**src/rtl/bck_retimer_pkg.sv**
```systemverilog
package bck_retimer_pkg;

    typedef enum logic [1:0] {
        ST_FLUSH    = 2'd0,
        ST_WAIT_LOW = 2'd1,
        ST_ARMED    = 2'd2,
        ST_ACTIVE   = 2'd3
    } os_state_e;

    typedef struct packed {
        logic clear_all;
        logic hold_first;
        logic block_shift;
    } chain_ctrl_t;

    localparam chain_ctrl_t CTRL_SHIFT = '{clear_all: 1'b0, hold_first: 1'b0, block_shift: 1'b0};

    function automatic logic is_last(input int unsigned count, input int unsigned delay);
        return (count == delay - 1);
    endfunction

endpackage

```
**src/rtl/bck_shift_chain.sv**
```systemverilog
module bck_shift_chain
    import bck_retimer_pkg::*;
#(
    parameter int STAGES = 2
) (
    input  logic              clk,
    input  logic              rst,
    input  logic              bck_in,
    input  chain_ctrl_t       ctrl,
    output logic [STAGES-1:0] taps
);

    always_ff @(posedge clk) begin
        if (rst || ctrl.clear_all) begin
            taps[0] <= 1'b0;
        end else if (ctrl.hold_first) begin
            taps[0] <= 1'b1;
        end else begin
            taps[0] <= bck_in;
        end
    end

    for (genvar i = 1; i < STAGES; i++) begin : g_stage
        always_ff @(posedge clk) begin
            if (rst || ctrl.clear_all || ctrl.block_shift) begin
                taps[i] <= 1'b0;
            end else begin
                taps[i] <= taps[i-1];
            end
        end
    end

endmodule

```
**src/rtl/bck_oneshot_ctrl.sv**
```systemverilog
module bck_oneshot_ctrl
    import bck_retimer_pkg::*;
#(
    parameter int CLEAR_DELAY = 9,
    localparam int CW = $clog2(CLEAR_DELAY + 1)
) (
    input  logic          clk,
    input  logic          rst,
    input  logic          first_stage,
    output chain_ctrl_t   ctrl,
    output os_state_e     state,
    output logic [CW-1:0] count
);

    os_state_e     state_nxt;
    logic [CW-1:0] count_nxt;

    always_comb begin
        ctrl      = CTRL_SHIFT;
        state_nxt = state;
        count_nxt = count;
        case (state)
            ST_FLUSH: begin
                ctrl.block_shift = 1'b1;
                state_nxt        = ST_WAIT_LOW;
            end
            ST_WAIT_LOW: begin
                ctrl.block_shift = 1'b1;
                if (!first_stage) begin
                    state_nxt = ST_ARMED;
                end
            end
            ST_ARMED: begin
                if (first_stage) begin
                    ctrl.hold_first = 1'b1;
                    state_nxt       = ST_ACTIVE;
                    count_nxt       = CW'(1);
                end
            end
            default: begin
                ctrl.hold_first = 1'b1;
                if (is_last(int'(count), CLEAR_DELAY)) begin
                    ctrl.clear_all = 1'b1;
                    state_nxt      = ST_FLUSH;
                    count_nxt      = '0;
                end else begin
                    count_nxt = count + CW'(1);
                end
            end
        endcase
    end

    always_ff @(posedge clk) begin
        if (rst) begin
            state <= ST_FLUSH;
            count <= '0;
        end else begin
            state <= state_nxt;
            count <= count_nxt;
        end
    end

    AST_COUNT_BOUND: assert property (@(posedge clk) disable iff (rst)
        (state == ST_ACTIVE) |-> (int'(count) >= 1 && int'(count) < CLEAR_DELAY));

    AST_FLUSH_FOLLOWS_CLEAR: assert property (@(posedge clk) disable iff (rst)
        (state == ST_ACTIVE && is_last(int'(count), CLEAR_DELAY)) |=> (state == ST_FLUSH));

endmodule

```
**src/rtl/ref_divider.sv**
```systemverilog
module ref_divider #(
    parameter int DIV_BITS = 2
) (
    input  logic clk,
    input  logic rst,
    output logic ref_o
);

    logic [DIV_BITS-1:0] phase;

    always_ff @(posedge clk) begin
        if (rst) begin
            phase <= '0;
        end else begin
            phase <= phase + DIV_BITS'(1);
        end
    end

    assign ref_o = phase[DIV_BITS-1];

    if (DIV_BITS > 1) begin : g_chk
        AST_REF_HIGH_HOLD: assert property (@(posedge clk) disable iff (rst)
            $rose(ref_o) |=> $stable(ref_o));
        AST_REF_LOW_HOLD: assert property (@(posedge clk) disable iff (rst)
            $fell(ref_o) |=> $stable(ref_o));
    end

endmodule

```
**src/rtl/bck_retimer.sv**
```systemverilog
module bck_retimer
    import bck_retimer_pkg::*;
#(
    parameter int STAGES      = 2,
    parameter int TAP         = 1,
    parameter int CLEAR_DELAY = 9,
    parameter int DIV_BITS    = 2
) (
    input  logic clk,
    input  logic rst,
    input  logic bck_in,
    input  logic data_in,
    input  logic ws_in,
    output logic bck_out,
    output logic data_out,
    output logic ws_out,
    output logic ref_clk
);

    localparam int CW = $clog2(CLEAR_DELAY + 1);

    if (CLEAR_DELAY <= TAP || TAP >= STAGES || TAP < 1) begin : g_bad_params
        $error("bck_retimer: CLEAR_DELAY must exceed TAP, and TAP must lie inside the chain");
    end

    chain_ctrl_t       ctrl;
    os_state_e         state;
    logic [CW-1:0]     count;
    logic [STAGES-1:0] taps;

    bck_shift_chain #(.STAGES(STAGES)) u_chain (
        .clk    (clk),
        .rst    (rst),
        .bck_in (bck_in),
        .ctrl   (ctrl),
        .taps   (taps)
    );

    bck_oneshot_ctrl #(.CLEAR_DELAY(CLEAR_DELAY)) u_ctrl (
        .clk         (clk),
        .rst         (rst),
        .first_stage (taps[0]),
        .ctrl        (ctrl),
        .state       (state),
        .count       (count)
    );

    ref_divider #(.DIV_BITS(DIV_BITS)) u_div (
        .clk   (clk),
        .rst   (rst),
        .ref_o (ref_clk)
    );

    assign bck_out  = taps[TAP];
    assign data_out = data_in;
    assign ws_out   = ws_in;

    AST_PULSE_HELD: assert property (@(posedge clk) disable iff (rst)
        (state == ST_ACTIVE && int'(count) >= TAP && !is_last(int'(count), CLEAR_DELAY)) |=> bck_out);

    AST_CLEAR_ENDS_PULSE: assert property (@(posedge clk) disable iff (rst)
        (state == ST_ACTIVE && is_last(int'(count), CLEAR_DELAY)) |=> (!bck_out && taps == '0));

    AST_RISE_ONLY_FROM_ARMED: assert property (@(posedge clk) disable iff (rst)
        $rose(bck_out) |-> (state == ST_ACTIVE && $past(state) == ST_ARMED));

    AST_RESET_LOW: assert property (@(posedge clk)
        rst |=> !bck_out);

endmodule

```
**config.mk**
```make
export PLATFORM = sky130hd
export DESIGN_NAME = bck_retimer
export DESIGN_NICKNAME = d
export VERILOG_FILES = /design/src/rtl/bck_retimer_pkg.sv /design/src/rtl/bck_shift_chain.sv /design/src/rtl/bck_oneshot_ctrl.sv /design/src/rtl/ref_divider.sv /design/src/rtl/bck_retimer.sv
export SDC_FILE = /design/constraint.sdc
export NUM_CORES = 1
export LEC_CHECK = 0
export BUFFER_PORTS_ARGS = -buffer_cell sky130_fd_sc_hd__buf_2
export CAP_MARGIN = 5
export CELL_PAD_IN_SITES_DETAIL_PLACEMENT = 0
export CELL_PAD_IN_SITES_GLOBAL_PLACEMENT = 1
export CORE_MARGIN = 3
export CORE_UTILIZATION = 40
export CTS_CLUSTER_DIAMETER = 40
export DETAILED_ROUTE_END_ITERATION = 8
export HOLD_SLACK_MARGIN = 0.15
export PLACE_DENSITY_LB_ADDON = 0.1
export SYNTH_ARGS = -nofsm -noshare
export SYNTH_HDL_FRONTEND = slang
export SYNTH_SLANG_ARGS = --single-unit
```
**constraint.sdc**
```tcl
create_clock -name clk -period 2.7 [get_ports clk]
set_input_delay 0.54 -clock clk [delete_from_list [all_inputs] [get_ports clk]]
set_output_delay 0.54 -clock clk [all_outputs]
set_load 0.02 [all_outputs]
```
== Yosys cells after proc, flatten, opt, wreduce, memory -nomap -nowiden ==
Index checks and enable logic that the tools add are counted.

* Equality and inequality tests: 5
* Bitwise gates (word level): 1
* $mul: 0
* $lt $le $gt $ge: 0
* Add/sub/neg operators: 2
* Divide/modulo/power cells: 0
* Reductions and logical operators: 8
* Mux-type cells: 13
* Shift-type cells: 0

{| class="wikitable"
|+ Operators with widths
! cell !! number
|-
| 4-bit 2-to-1 mux || 2
|-
| 4-bit case mux with 2 select lines || 1
|-
| 2-bit 2-to-1 mux || 3
|-
| 2-bit case mux with 3 select lines || 1
|-
| 1-bit 2-to-1 mux || 5
|-
| 4-bit by 1-bit adder with 4-bit output, second input constant || 1
|-
| 4-bit == test, second input constant || 1
|-
| 2-bit inequality test, second input constant || 2
|-
| 4-bit nonzero test || 1
|-
| 3-bit AND reduction || 1
|-
| 3-bit OR reduction || 1
|-
| 2-bit by 1-bit adder with 2-bit output, second input constant || 1
|-
| 2-bit by 1-bit == test with 1-bit output, second input constant || 1
|-
| 2-bit == test, second input constant || 1
|-
| 2-bit zero test || 1
|-
| 1-bit logical OR || 2
|-
| 1-bit case mux with 2 select lines || 1
|-
| 2-bit AND reduction || 1
|-
| 2-bit OR reduction || 1
|-
| 1-bit NOT || 1
|}

* Output and inout port bits: 4
* Latch bits: 0
* Memories: 0
* Logic and storage cells: 34
* Register bits: 10
* Memory bits (read-only): 0
* Memory bits (writable): 0

== Depth between registers and ports, before layout ==
* Depth after elaboration: 5
* Mapped depth: 6

== By module ==
From an unflattened synthesis, not the netlist that was laid out.

* Cell total of the unflattened synthesis: 62
* Area, all modules: 601.8 um^2

{| class="wikitable"
|+ Modules (own cells, without submodules)
! module !! times used !! area each (um^2) !! seq. area each (um^2) !! cells an instance
|-
| bck_oneshot_ctrl || 1 || 466.7 || 120.1 || 50
|-
| bck_shift_chain || 1 || 63.8 || 40.0 || 5
|-
| ref_divider || 1 || 56.3 || 40.0 || 5
|-
| bck_retimer || 1 || 15.0 || 0.0 || 2
|}

== Least setup slack after synthesis ==
No wires, ideal clock.

* Path type: flip-flop to flip-flop
* Start point: reg u_ctrl.state[0]
* End point: reg u_ctrl.state[0]
* Setup slack: 1.123 ns
* Cell stages (with the launch flop): 7
* Setup time: 0.123 ns
* Data arrival time: 1.454 ns
* Period minus slack after synthesis: 1.577 ns
* Required time: 2.577 ns
* Path through: dfxtp_1 > inv_1 > ha_1 > buf_6 > nor2b_2 > a221oi_2 > mux2_1

* Word-level cells in the longest chain between the ends: 3

{| class="wikitable"
|+ RTL lines
! item !! RTL line !! RTL
|-
| start, declared || bck_oneshot_ctrl.sv:11 || <nowiki>output os_state_e state,</nowiki>
|-
| start signal, assigned || bck_oneshot_ctrl.sv:58 || <nowiki>state <= state_nxt;</nowiki>
|-
| 2-bit by 1-bit == test with 1-bit output, or another cell as far along || bck_oneshot_ctrl.sv:22 || <nowiki>case (state)</nowiki>
|-
| 4-bit nonzero test (no line) or 2-bit inequality test (tied branches) || - ||
|-
| 3-bit AND reduction (no line) || - ||
|}

Several ways; a longest one is shown, not always the timed one.
A chain may end at the register's enable or synchronous reset.

== Worst setup path after layout ==
Same ends and word-level chain as after synthesis.

==> results_tabular.tex <==
\begin{tabular}{lr}
\hline
Metric & Value \\
\hline
\multicolumn{2}{l}{\textbf{Finish}} \\
\quad Final std cell area, no fill & approximately 600 um\^{}2 \\
\quad Fraction of layout instances using a drive strength above 1 & 17.46\% \\
\quad Cell Count, Final, Fillers Out & 77 \\
\quad Sequential cell area & 200.2 um\^{}2 \\
\quad Multi-input logic area & $\sim$320 um\^{}2 \\
\quad Fin nets & 76 \\
\quad Filler instances & 119 \\
\quad Number of diodes added for antenna fixing & 0 \\
\quad Relative area change from synthesis to final layout & 5.286\% \\
\quad Post-layout utilization of the core & 49.18\% \\
\quad Most used cells in the layout excluding fill and tap cells & 10 x sky130\_fd\_sc\_hd\_\_dfxtp\_1, 7 x sky130\_fd\_sc\_hd\_\_nor2\_1, 6 x sky130\_fd\_sc\_hd\_\_ha\_1 \\
\quad Leading cell type in the layout, fill and taps excluded & sky130\_fd\_sc\_hd\_\_dfxtp\_1 \\
\multicolumn{2}{l}{\textbf{Clock network}} \\
\quad Total number of clock tree sinks & 10 \\
\quad Hold bufs inserted after CTS & 0 \\
\quad Number of clock buffers inserted by TritonCTS & 3 \\
\quad Longest Clk Path Bufs & 2 \\
\quad Clock root buffer master & sky130\_fd\_sc\_hd\_\_clkbuf\_4 \\
\quad Max H-tree Level & 1 \\
\quad Worst-skew pair later-pin latency & between 200 and 300 ps \\
\quad CTS tree & done \\
\quad Number of buffers inserted by post-CTS setup repair & 0 \\
\quad CTS-repair resized insts & 0 \\
\quad Clk pin slew, worst setup/hold paths & around 60 ps \\
\multicolumn{2}{l}{\textbf{Power}} \\
\quad Proportion of power drawn by flip-flops and latches & around a third \\
\quad Leakage power figure & 0.2478 nW \\
\quad Pwr/cell area & 986.5 nW/um\^{}2 \\
\quad Power, Total & 0.5900 mW \\
\quad Switching power total & 0.2371 mW \\
\quad Clock group share of total power & 17.1\% \\
\quad Gate power share & $\sim$48\% \\
\quad Int Power & 0.3530 mW \\
\quad Max IR drop VDD & 0.0004581 V \\
\quad Switching share of power & 40.18\% \\
\multicolumn{2}{l}{\textbf{Place}} \\
\quad Hpwl dp & 722.6 um \\
\quad RePlAce Congestion & 0.7911 \\
\quad Placed cell count & 74 \\
\quad Count of buffers from port buffering & 4 \\
\quad Cell area after placement & 575.6 um\^{}2 \\
\multicolumn{2}{l}{\textbf{Synth}} \\
\quad Async set or reset register ratio after synthesis & 0\% \\
\quad Number of warning messages in the yosys log & 0 \\
\quad Share of Yosys cell area claimed by the top area cell type & 35.24\% \\
\quad Post-synthesis sequential element count & 10 \\
\quad Average cell area after synthesis & 9.467 um\^{}2 \\
\quad Cell type with the highest aggregate area in the netlist & sky130\_fd\_sc\_hd\_\_dfxtp\_1 \\
\quad Largest cells by area after synthesis & sky130\_fd\_sc\_hd\_\_dfxtp\_1 35\%, sky130\_fd\_sc\_hd\_\_ha\_1 13\%, sky130\_fd\_sc\_hd\_\_nor2\_1 4.6\% \\
\quad Number of enable-type register cells in the synthesized netlist & 0 \\
\quad Mapped Nets & 71 \\
\quad Fraction of the yosys area taken by sequential cells & 35.24\% \\
\quad Count of cell types in the netlist & 30 \\
\quad Cell count after synthesis & 60 \\
\quad Summed instance area of the synthesized netlist & 568.0 um\^{}2 \\
\quad Commonest register cell after synthesis & sky130\_fd\_sc\_hd\_\_dfxtp\_1 \\
\multicolumn{2}{l}{\textbf{Critical path}} \\
\quad Register-to-Register Setup Slack & 1000 ps \\
\quad Endpoint of the lowest-slack register-to-register path & u\_ctrl.state[0] \\
\quad Number of cells on the worst reg-to-reg path & 5 \\
\quad Crit-path max cell delay & 360 ps \\
\quad Worst-path fanout max & 8 \\
\quad Origin of the critical flop-to-flop path & u\_ctrl.state[0] \\
\quad Kind of capture point of the worst setup path & flip-flop \\
\quad Crit-path cells & inv\_1 > ha\_1 > nor2b\_2 > a221oi\_2 > mux2\_1 \\
\quad Critical Setup Path Class & flip-flop to flip-flop \\
\quad Worst path arrival time & 1850 ps \\
\quad Cell with the biggest individual delay on the critical path & sky130\_fd\_sc\_hd\_\_dfxtp\_1 \\
\quad Buffer and inverter count on the worst path & 1 \\
\quad Required arrival time at the worst endpoint & 2850 ps \\
\quad Cell family with the largest share of critical-path delay & flip-flops \\
\quad Sort of element at the start of the critical path & flip-flop \\
\multicolumn{2}{l}{\textbf{Drt}} \\
\quad Detailed-route via count & $\sim$420 \\
\quad Detail-routed via count per cell & 5.403 \\
\quad Wire length on met3 & around 60 um \\
\quad Detail Route Antenna Nets & 0 \\
\quad Met1 routed wirelength after detailed routing & 509 um \\
\quad Number of search-and-repair iterations in the first detailed-routing pass & 4 \\
\quad Total routed wirelength & 992 um \\
\quad Highest metal layer with signal wires & met4 \\
\quad Mean routed wirelength per cell & 12.88 um \\
\quad DRC marker count from the first detailed-route iteration & 9 \\
\quad Detailed-route DRC error count & 0 \\
\quad Met2 wirelength from detailed routing & 408 um \\
\multicolumn{2}{l}{\textbf{STA}} \\
\quad Unrepaired setup endpoints after global routing & false \\
\quad Peak clock frequency supported by timing & approximately 590 MHz \\
\quad Endpoints failing setup & 0 \\
\quad Fin. Hold Viols & 0 \\
\quad Clock Skew & 3.039 ps \\
\quad Final worst-path cycle share & 63.04\% \\
\quad Transition time at the pin with the least slew margin & 323.2 ps \\
\quad Sum Neg Setup Slack & 0 ps \\
\quad Final Critical Period & 1702 ps \\
\quad Max\_slew headroom & 78.46\% \\
\quad Max Slew Vio Count & 0 \\
\multicolumn{2}{l}{\textbf{Global route}} \\
\quad Maximum number of pins on one net before global-route repair & 13 \\
\quad Via count of the first global-routing pass & 386 \\
\quad Aggregate global-route resource usage & 12.89\% \\
\quad Initial antenna violation count & 0 \\
\quad First-pass GRT wire length & 1773 um \\
\quad Remaining global-route overflow & 0 \\
\multicolumn{2}{l}{\textbf{Floorplanning}} \\
\quad Core area & 1216 um\^{}2 \\
\quad Area of the die & 1908 um\^{}2 \\
\quad Standard-cell rows & 12 \\
\quad Initial Util & 46.71\% \\
\quad Height of the die & 43.69 um \\
\quad Count of pins on the block boundary & 9 \\
\quad Horizontal die dimension & $\sim$44 um \\
\multicolumn{2}{l}{\textbf{Min path}} \\
\quad Hold Path Class & flip-flop to flip-flop \\
\quad Capture endpoint of the worst hold path & u\_div.phase[0] \\
\quad Hold\_sp & u\_div.phase[0] \\
\quad Number of cells traversed by the worst hold path & 1 \\
\multicolumn{2}{l}{\textbf{Run}} \\
\quad Reported max-cap violation count & 0 \\
\multicolumn{2}{l}{\textbf{Status}} \\
\quad Outcome & finished clean \\
\hline
\end{tabular}
[metrics by stage]
| stage | hold WS (ps) | setup WS (ps) |
|---|---|---|
| after global placement | 423.6 | 1057 |
| after detailed placement | 427.2 | 995.8 |
| final | 432.6 | 998.0 |
| after global routing | 453.0 | 902.7 |
| after CTS | 436.1 | 979.8 |
| after floorplan | 412.7 | 1123 |
[worst register-to-register path: stages (launching register included)]
cell                       delay, ps
sky130_fd_sc_hd__dfxtp_1         360
sky130_fd_sc_hd__inv_1            90
sky130_fd_sc_hd__ha_1            310
sky130_fd_sc_hd__nor2b_2         220
sky130_fd_sc_hd__a221oi_2        260
sky130_fd_sc_hd__mux2_1          350
[flip-flops by register name, summed over array words and instances, names as in the netlist]
| name | count |
|---|---|
| u_div.phase | 2 |
| u_ctrl.state | 2 |
| u_ctrl.count | 4 |
| u_chain.taps | 2 |
[worst max-delay path by stage]
stage | from | endpoint | slack (ps) | cells after the start
6_report | u_ctrl.state[0] | u_ctrl.state[0] | 1000 | 5
5_1_grt | u_ctrl.state[0] | u_ctrl.state[0] | 900 | 5
4_1_cts | u_ctrl.state[0] | u_ctrl.state[0] | 980 | 5
3_5_place_dp | u_ctrl.state[0] | u_ctrl.state[0] | 1000 | 5
3_3_place_gp | u_ctrl.state[0] | u_ctrl.state[0] | 1060 | 5
2_1_floorplan | u_ctrl.state[0] | u_ctrl.state[0] | 1120 | 6
[synth_stat cells (all sizes together), types with 2 or more instances]
cell,number
a21oi,3
and3,2
buf,3
dfxtp,10
ha,6
inv,5
nand2b,2
nor2,7
nor2b,2
nor3,3
[power by group through the flow]
stage	registers (mW)	clock network (mW)	logic, mW
detailed placement	0.210	0	0.282
floorplan	0.208	0	0.243
CTS	0.207	0.108	0.283
global placement	0.212	0	0.283
finish	0.207	0.101	0.282
global route	0.212	0.113	0.324
[final cells by class]
class	count	area share (%)
clock buffer	3	3.766
inverter	5	3.138
multi-input combinational	41	53.35
sequential	10	33.47
tap	14	2.929
timing repair buffer	4	3.347
[metal layers]
metal,up-vias,GRT usage [%]
met5,-,0
met4,0,6.024
met3,2,7.469
met2,9,15.99
met1,185,17.46
li1,220,-
[cells by family (layout without fill, tap and decap cells)]
group	count (synthesis)	count (layout)	synth area share [%]
mux	2	2	3.744
simple gates	20	20	20.71
compound gates	12	12	16.96
flops	10	10	35.24
xor+xnor	1	1	1.542
buf+inv	9	12	8.589
fa+ha+maj	6	6	13.22
No activity file was read; power rests on OpenSTA's default activity.
